### src/rtl/pwr_wake_pkg.sv
// Package: shared state encoding for the power state and wakeup controller.
// Assumes: the encoding is visible at the top-level port, so values are fixed.
package pwr_wake_pkg;

    typedef enum logic [1:0] {
        PS_RUN   = 2'd0,
        PS_DOZE  = 2'd1,
        PS_SLEEP = 2'd2
    } pstate_e;

    localparam int unsigned PSTATE_W = 2;

endpackage

### src/rtl/pwr_sync.sv
// Module: multi-bit, multi-stage synchronizer for asynchronous level inputs.
// Assumes: each bit is an independent slow level; no bus coherency is needed.
module pwr_sync #(
    parameter int unsigned W      = 8,
    parameter int unsigned STAGES = 2
) (
    input  logic         clk,
    input  logic         rst_n,
    input  logic [W-1:0] d_async,
    output logic [W-1:0] q_sync
);

    logic [STAGES-1:0][W-1:0] chain_q;

    // Shift the asynchronous sample through the synchronizer stages.
    always_ff @(posedge clk) begin
        if (!rst_n) begin
            chain_q <= '0;
        end else begin
            chain_q[0] <= d_async;
            for (int unsigned s = 1; s < STAGES; s++) begin
                chain_q[s] <= chain_q[s-1];
            end
        end
    end

    assign q_sync = chain_q[STAGES-1];

endmodule

### src/rtl/pwr_kbd_or.sv
// Module: key-detect combiner. It ORs the synchronized keypad lines,
// optionally restricted to the low NARROW_W lines.
// Assumes: the inputs are already synchronized to clk.
module pwr_kbd_or #(
    parameter int unsigned KBD_W    = 8,
    parameter int unsigned NARROW_W = 6
) (
    input  logic [KBD_W-1:0] kbd_s,
    input  logic             narrow,
    output logic             key_any
);

    logic [KBD_W-1:0] sel_mask;

    // Build the line-select mask: a bit is used if it is below the narrow
    // width, or if the full width is selected.
    for (genvar i = 0; i < KBD_W; i++) begin : g_sel
        if (i < NARROW_W) begin : g_low
            assign sel_mask[i] = 1'b1;
        end else begin : g_high
            assign sel_mask[i] = ~narrow;
        end
    end

    // Reduce the selected lines to one key-detect level.
    always_comb begin
        key_any = |(kbd_s & sel_mask);
    end

endmodule

### src/rtl/pwr_wake_eval.sv
// Module: wake source evaluation. It decides whether the current low-power
// state must exit, and whether the exit carries a request to service.
// Assumes: all inputs are synchronous to clk.
module pwr_wake_eval
    import pwr_wake_pkg::*;
#(
    parameter int unsigned NIRQ = 8
) (
    input  pstate_e         state,
    input  logic [NIRQ-1:0] irq_pend,
    input  logic [NIRQ-1:0] irq_en,
    input  logic            key_any,
    input  logic            kbd_irq_en,
    input  logic            kbd_force,
    input  logic            wake_s,
    output logic            wake_req,
    output logic            svc_req
);

    logic irq_hit;
    logic key_svc;
    logic key_force_hit;
    logic pin_hit;

    // Classify every wake source.
    always_comb begin
        irq_hit       = |(irq_pend & irq_en);
        key_svc       = key_any & kbd_irq_en;
        key_force_hit = key_any & kbd_force;
        pin_hit       = wake_s & (state == PS_SLEEP);
    end

    // Combine the sources into the exit decision and the service request.
    always_comb begin
        wake_req = irq_hit | key_svc | key_force_hit | pin_hit;
        svc_req  = irq_hit | key_svc;
    end

endmodule

### src/rtl/pwr_state_fsm.sv
// Module: power state register with the service pulse.
// Run -> Doze on doze strobe, Run -> Sleep on sleep strobe (sleep wins),
// Doze/Sleep -> Run on wake request.
// Assumes: the strobes are single-cycle or level, synchronous to clk.
module pwr_state_fsm
    import pwr_wake_pkg::*;
(
    input  logic    clk,
    input  logic    rst_n,
    input  logic    doze_wr,
    input  logic    sleep_wr,
    input  logic    wake_req,
    input  logic    svc_req,
    output pstate_e state,
    output logic    svc_pulse
);

    pstate_e state_q;
    pstate_e state_d;
    logic    svc_q;
    logic    svc_d;

    // Next-state and service pulse decision.
    always_comb begin
        state_d = state_q;
        svc_d   = 1'b0;
        unique case (state_q)
            PS_RUN: begin
                if (sleep_wr) begin
                    state_d = PS_SLEEP;
                end else if (doze_wr) begin
                    state_d = PS_DOZE;
                end
            end
            PS_DOZE, PS_SLEEP: begin
                if (wake_req) begin
                    state_d = PS_RUN;
                    svc_d   = svc_req;
                end
            end
            default: begin
                state_d = PS_RUN;
            end
        endcase
    end

    // State and pulse registers.
    always_ff @(posedge clk) begin
        if (!rst_n) begin
            state_q <= PS_RUN;
            svc_q   <= 1'b0;
        end else begin
            state_q <= state_d;
            svc_q   <= svc_d;
        end
    end

    assign state     = state_q;
    assign svc_pulse = svc_q;

endmodule

### src/rtl/pwr_wake_ctrl.sv
// Module: power state and wakeup controller (top).
// It synchronizes the keypad and wake pin, combines the key lines,
// evaluates wake sources and holds the power state.
// Assumes: bus strobes and interrupt vectors are synchronous to clk;
// kbd_in and wake_pin are asynchronous.
module pwr_wake_ctrl
    import pwr_wake_pkg::*;
#(
    parameter int unsigned NIRQ        = 8,
    parameter int unsigned KBD_W       = 8,
    parameter int unsigned NARROW_W    = 6,
    parameter int unsigned SYNC_STAGES = 2
) (
    input  logic             clk,
    input  logic             rst_n,
    input  logic             doze_wr,
    input  logic             sleep_wr,
    input  logic [NIRQ-1:0]  irq_pend,
    input  logic [NIRQ-1:0]  irq_en,
    input  logic             kbd_irq_en,
    input  logic             wake_pin,
    input  logic [KBD_W-1:0] kbd_in,
    input  logic             kbd_force,
    input  logic             kbd_narrow,
    output logic             cpu_clk_en,
    output logic             kbd_irq,
    output logic             svc_pulse,
    output logic [1:0]       pwr_state,
    output logic             uart_en
);

    localparam int unsigned ASYNC_W = KBD_W + 1;

    logic [ASYNC_W-1:0] async_raw;
    logic [ASYNC_W-1:0] async_s;
    logic [KBD_W-1:0]   kbd_s;
    logic               wake_s;
    logic               key_any;
    logic               wake_req;
    logic               svc_req;
    pstate_e            state;

    assign async_raw = {wake_pin, kbd_in};

    pwr_sync #(
        .W      (ASYNC_W),
        .STAGES (SYNC_STAGES)
    ) u_sync (
        .clk     (clk),
        .rst_n   (rst_n),
        .d_async (async_raw),
        .q_sync  (async_s)
    );

    assign kbd_s  = async_s[KBD_W-1:0];
    assign wake_s = async_s[KBD_W];

    pwr_kbd_or #(
        .KBD_W    (KBD_W),
        .NARROW_W (NARROW_W)
    ) u_kbd (
        .kbd_s   (kbd_s),
        .narrow  (kbd_narrow),
        .key_any (key_any)
    );

    pwr_wake_eval #(
        .NIRQ (NIRQ)
    ) u_eval (
        .state      (state),
        .irq_pend   (irq_pend),
        .irq_en     (irq_en),
        .key_any    (key_any),
        .kbd_irq_en (kbd_irq_en),
        .kbd_force  (kbd_force),
        .wake_s     (wake_s),
        .wake_req   (wake_req),
        .svc_req    (svc_req)
    );

    pwr_state_fsm u_fsm (
        .clk       (clk),
        .rst_n     (rst_n),
        .doze_wr   (doze_wr),
        .sleep_wr  (sleep_wr),
        .wake_req  (wake_req),
        .svc_req   (svc_req),
        .state     (state),
        .svc_pulse (svc_pulse)
    );

    // Drive the state-derived enables and the key request.
    always_comb begin
        cpu_clk_en = (state == PS_RUN);
        uart_en    = (state != PS_SLEEP);
        kbd_irq    = key_any;
        pwr_state  = state;
    end

endmodule

### config.mk
export PLATFORM = sky130hd
export DESIGN_NAME = pwr_wake_ctrl
export DESIGN_NICKNAME = d
export VERILOG_FILES = /design/src/rtl/pwr_wake_pkg.sv /design/src/rtl/pwr_sync.sv /design/src/rtl/pwr_kbd_or.sv /design/src/rtl/pwr_wake_eval.sv /design/src/rtl/pwr_state_fsm.sv /design/src/rtl/pwr_wake_ctrl.sv
export SDC_FILE = /design/constraint.sdc
export NUM_CORES = 1
export LEC_CHECK = 0
export ABC_AREA = 1
export CAP_MARGIN = 5
export CORE_MARGIN = 2
export CORE_UTILIZATION = 53
export CTS_CLUSTER_SIZE = 14
export DETAILED_ROUTE_END_ITERATION = 12
export DONT_BUFFER_PORTS = 1
export PLACE_DENSITY = 0.71
export SLEW_MARGIN = 20
export SYNTH_ARGS = -nofsm -noshare
export SYNTH_HDL_FRONTEND = slang
export SYNTH_HIERARCHICAL = 1
export SYNTH_SLANG_ARGS = --single-unit
### constraint.sdc
create_clock -name clk -period 1.5 [get_ports clk]
set_input_delay 0.3 -clock clk [delete_from_list [all_inputs] [get_ports clk]]
set_output_delay 0.3 -clock clk [all_outputs]
set_load 0.03 [all_outputs]
==> impl_metrics.tcl <==
set metrics [dict create \
    dieArea_sq_um 2020 \
    antenna_left 0 \
    wl_per_cell_um 8.90 \
    critical_path.top_delay_family "simple AND/OR/NAND/NOR gates" \
    clkTransAtPathRegs_ns 0.11 \
    cts_inserted_buffers 3 \
    grtUsageTotal 0.124 \
    final_nets 152 \
    first_global_vias 461 \
    async_set_reset_flop_share_out_of_synthesis 0 \
    yosysSeqAreaShare 0.473 \
    worstSetupPathType "reg2reg" \
    hold_buffers 0 \
    max_slew_headroom 0.799 \
    totalNegativeSetupSlack_ns 0 \
    yosys_most_used_dff "sky130_fd_sc_hd__dfxtp_1" \
    critPathCaptureType "flip-flop" \
    cts-htree-levels 1 \
    global_route_wire_length_before_repair_um 1800 \
    dp_hpwl_um 948 \
    avgViaCountPerCell 4.35 \
    period_minus_slack_ns 1.46 \
    power_density_nw_per_um2 1130 \
    detail_route.first_pass.iterations 4 \
    dieHeight_um 45.0 \
    number_of_antenna_violations_at_the_first_check_in_global_routing 0 \
    hold_viol_final 0 \
    fp-row-count 14 \
    arrival_ns 1.70 \
    grt_setup_unrepaired "true" \
    outcome "finished, final reports clean" \
    top_level_ports 38 \
    critical_path.most_common_cell "sky130_fd_sc_hd__nand2_2" \
    dp_cells 130 \
    overflow 0 \
    postRouteWirelength_um 1190 \
    synth_top_area_share 0.473 \
    cpPeakStageDelay_ns 0.31 \
    hold-worst-slack_ns 0.0931 \
    detailroute.via_count 583 \
    remaining_drc_errors 0 \
    mean_cell_area_of_the_mapped_netlist_sq_um 7.35 \
    synth.area.top_cells "sky130_fd_sc_hd__dfxtp_1, sky130_fd_sc_hd__nand2_1, sky130_fd_sc_hd__inv_1" \
    ctsResizeCount 0 \
    design.core.area_sq_um 1540 \
    hp-class "in2reg" \
    worst_ir_drop_vdd_v 0.000659 \
    clk_network_pwr_share 0.257 \
    max-cap-violations 0 \
    cts.path.max_buffers 2 \
    critPathMaxFanout 3 \
    final-instance-count-excl-fill 134 \
    p_int_mw 0.738 \
    cts.sinks 21 \
    power.switching_mw 0.258 \
    p_leak_nw 0.551 \
    totalPowerFinal_mw 0.996 \
    fill_cells 142 \
    final_layout_size_suffix_gt1_frac 0.144 \
    combinational_cell_fraction_of_total_power 0.139 \
    yosys_register_bits 21 \
    worstSkewPairLatency_ns 0.29 \
    synth_nets 154 \
    timing_max_transition_violations_final 0 \
    worst_case_clock_skew_ns 0.00154 \
    detailedRoute.firstIterationViolations 4 \
    total_standard_cell_area_after_synthesis_sq_um 890 \
    synth.most_common_cell "sky130_fd_sc_hd__nand2_1" \
    synthesis.instances 121 \
    area_delta_synth_final_pct -0.703 \
    worst_pin_slew_ns 0.301 \
    power.switching_fraction 0.259 \
    cp.required_ns 1.74 \
    crit_buf_inv 1 \
    floorplan.initialDensity 0.577 \
    cts.repair_timing.setup_buffer_count 0 \
    synth_cell_types 17 \
    cp-start-kind "flip-flop" \
    cts-root-buf "sky130_fd_sc_hd__clkbuf_4" \
    synth_enable_flop_cells 0 \
    portBuffers 0 \
    setup_viol 0 \
    num_antenna_cells 0 \
    die_width_um 45.0 \
    synth_largest_area_cell "sky130_fd_sc_hd__dfxtp_1" \
    sequentialPowerShare 0.604 \
    clock_tree_from_tritoncts "yes" \
    synthesis_warnings 6 \
    critical_path.cell_chain "or2_0 -> nor2_1 -> nand2_2 -> nand2_1 -> nand2_1 -> nor2_2 -> nand4_1 -> inv_1 -> nand2_2 -> nand2_2 -> nand2_2 -> a21oi_2" \
    timing.final.crit_share 0.975 \
    grt_max_degree 22 \
    gp_congestion 0.716 \
    fmax_achieved_mhz 683 \
    most_numerous_cell_types_in_the_synthesized_netlist "sky130_fd_sc_hd__nand2_1, sky130_fd_sc_hd__inv_1, sky130_fd_sc_hd__dfxtp_1" \
    critPathSlowestCell "sky130_fd_sc_hd__dfxtp_1" \
]
layer usage:
layer / vias to the layer above / wire, um / global-route usage
li1: 328 / - / -
met4: 0 / 19 / 0.0706
met5: - / 0 / 0
met3: 4 / 100 / 0.0400
met2: 21 / 510 / 0.186
met1: 230 / 563 / 0.156
worst paths after layout:
kind / cells past startpoint / end / slack (ns) / start
setup reg to reg: 12 / u_fsm/state[1]$_SDFFE_PN0P_ / 0.04 / u_sync/q_sync[1]$_SDFF_PN0_
hold reg to reg: 2 / u_sync/q_sync[0]$_SDFF_PN0_ / 0.42 / u_sync/chain_q[0]$_SDFF_PN0_
hold / removal: 2 / u_sync/q_sync[4]$_SDFF_PN0_ / 0.09 / rst_n
setup / recovery: 12 / u_fsm/state[1]$_SDFFE_PN0P_ / 0.04 / u_sync/q_sync[1]$_SDFF_PN0_
placed cells by master, fill, tap and decap left out:
cell,netlist,layout
sky130_fd_sc_hd__nand2_1,41,38
sky130_fd_sc_hd__inv_1,28,28
sky130_fd_sc_hd__dfxtp_1,21,21
sky130_fd_sc_hd__nor2_1,7,7
sky130_fd_sc_hd__nand2_2,2,5
sky130_fd_sc_hd__buf_4,9,4
sky130_fd_sc_hd__clkbuf_4,0,3
sky130_fd_sc_hd__nand3_1,3,3
sky130_fd_sc_hd__a21oi_2,1,2
sky130_fd_sc_hd__clkinv_2,0,1
sky130_fd_sc_hd__nor2_2,1,1
sky130_fd_sc_hd__nand4_1,1,1
sky130_fd_sc_hd__o21ai_2,0,1
sky130_fd_sc_hd__ha_1,1,1
sky130_fd_sc_hd__or2_0,1,1
sky130_fd_sc_hd__o21bai_1,1,1
worst register-to-register path, delay by kind of cell, from the launching register on:
kind	cells	cell delay [ns]
flip-flops	1	0.31
AO/OA/AOI/OAI	1	0.10
AND/OR/NAND/NOR	10	0.90
buffers and inverters	1	0.09
final cells by class:
| type | count | area (sq um) | area share |
|---|---|---|---|
| sequential | 21 | 420 | 0.476 |
| tap | 16 | 20.0 | 0.0227 |
| clock buffer | 3 | 22.5 | 0.0255 |
| inverter | 28 | 105 | 0.119 |
| timing repair buffer | 4 | 30.0 | 0.0340 |
| multi-input combinational | 61 | 280 | 0.317 |
| clock inverter | 1 | 5.00 | 0.00567 |
stage by stage:
step,utilization,cell area [sq um],setup WS [ns]
CTS,0.565,871,0.0203
finish,0.573,883,0.0369
global placement,0.547,843,0.0944
floorplan,-,892,-0.0851
detailed placement,0.547,843,0.0444
global route,0.573,883,-0.115
power groups by stage:
stage	sequential (mW)	combinational [mW]	clock, mW
CTS	0.602	0.134	0.264
global route	0.605	0.155	0.282
finish	0.602	0.138	0.256
global placement	0.614	0.129	0
floorplan	0.624	0.118	0
detailed placement	0.614	0.133	0
registers in the layout, indices dropped and copies added, names as in the netlist:
name	flops
u_sync/chain_q	9
u_sync/q_sync	9
u_fsm/state	2
u_fsm/svc_pulse	1
cells by family after synthesis:
group / share of synthesized area
simple gates: 0.255
buf+inv: 0.229
flops: 0.473
compound gates: 0.0295
fa+ha+maj: 0.0141
No activity file was read; power rests on OpenSTA's default activity.
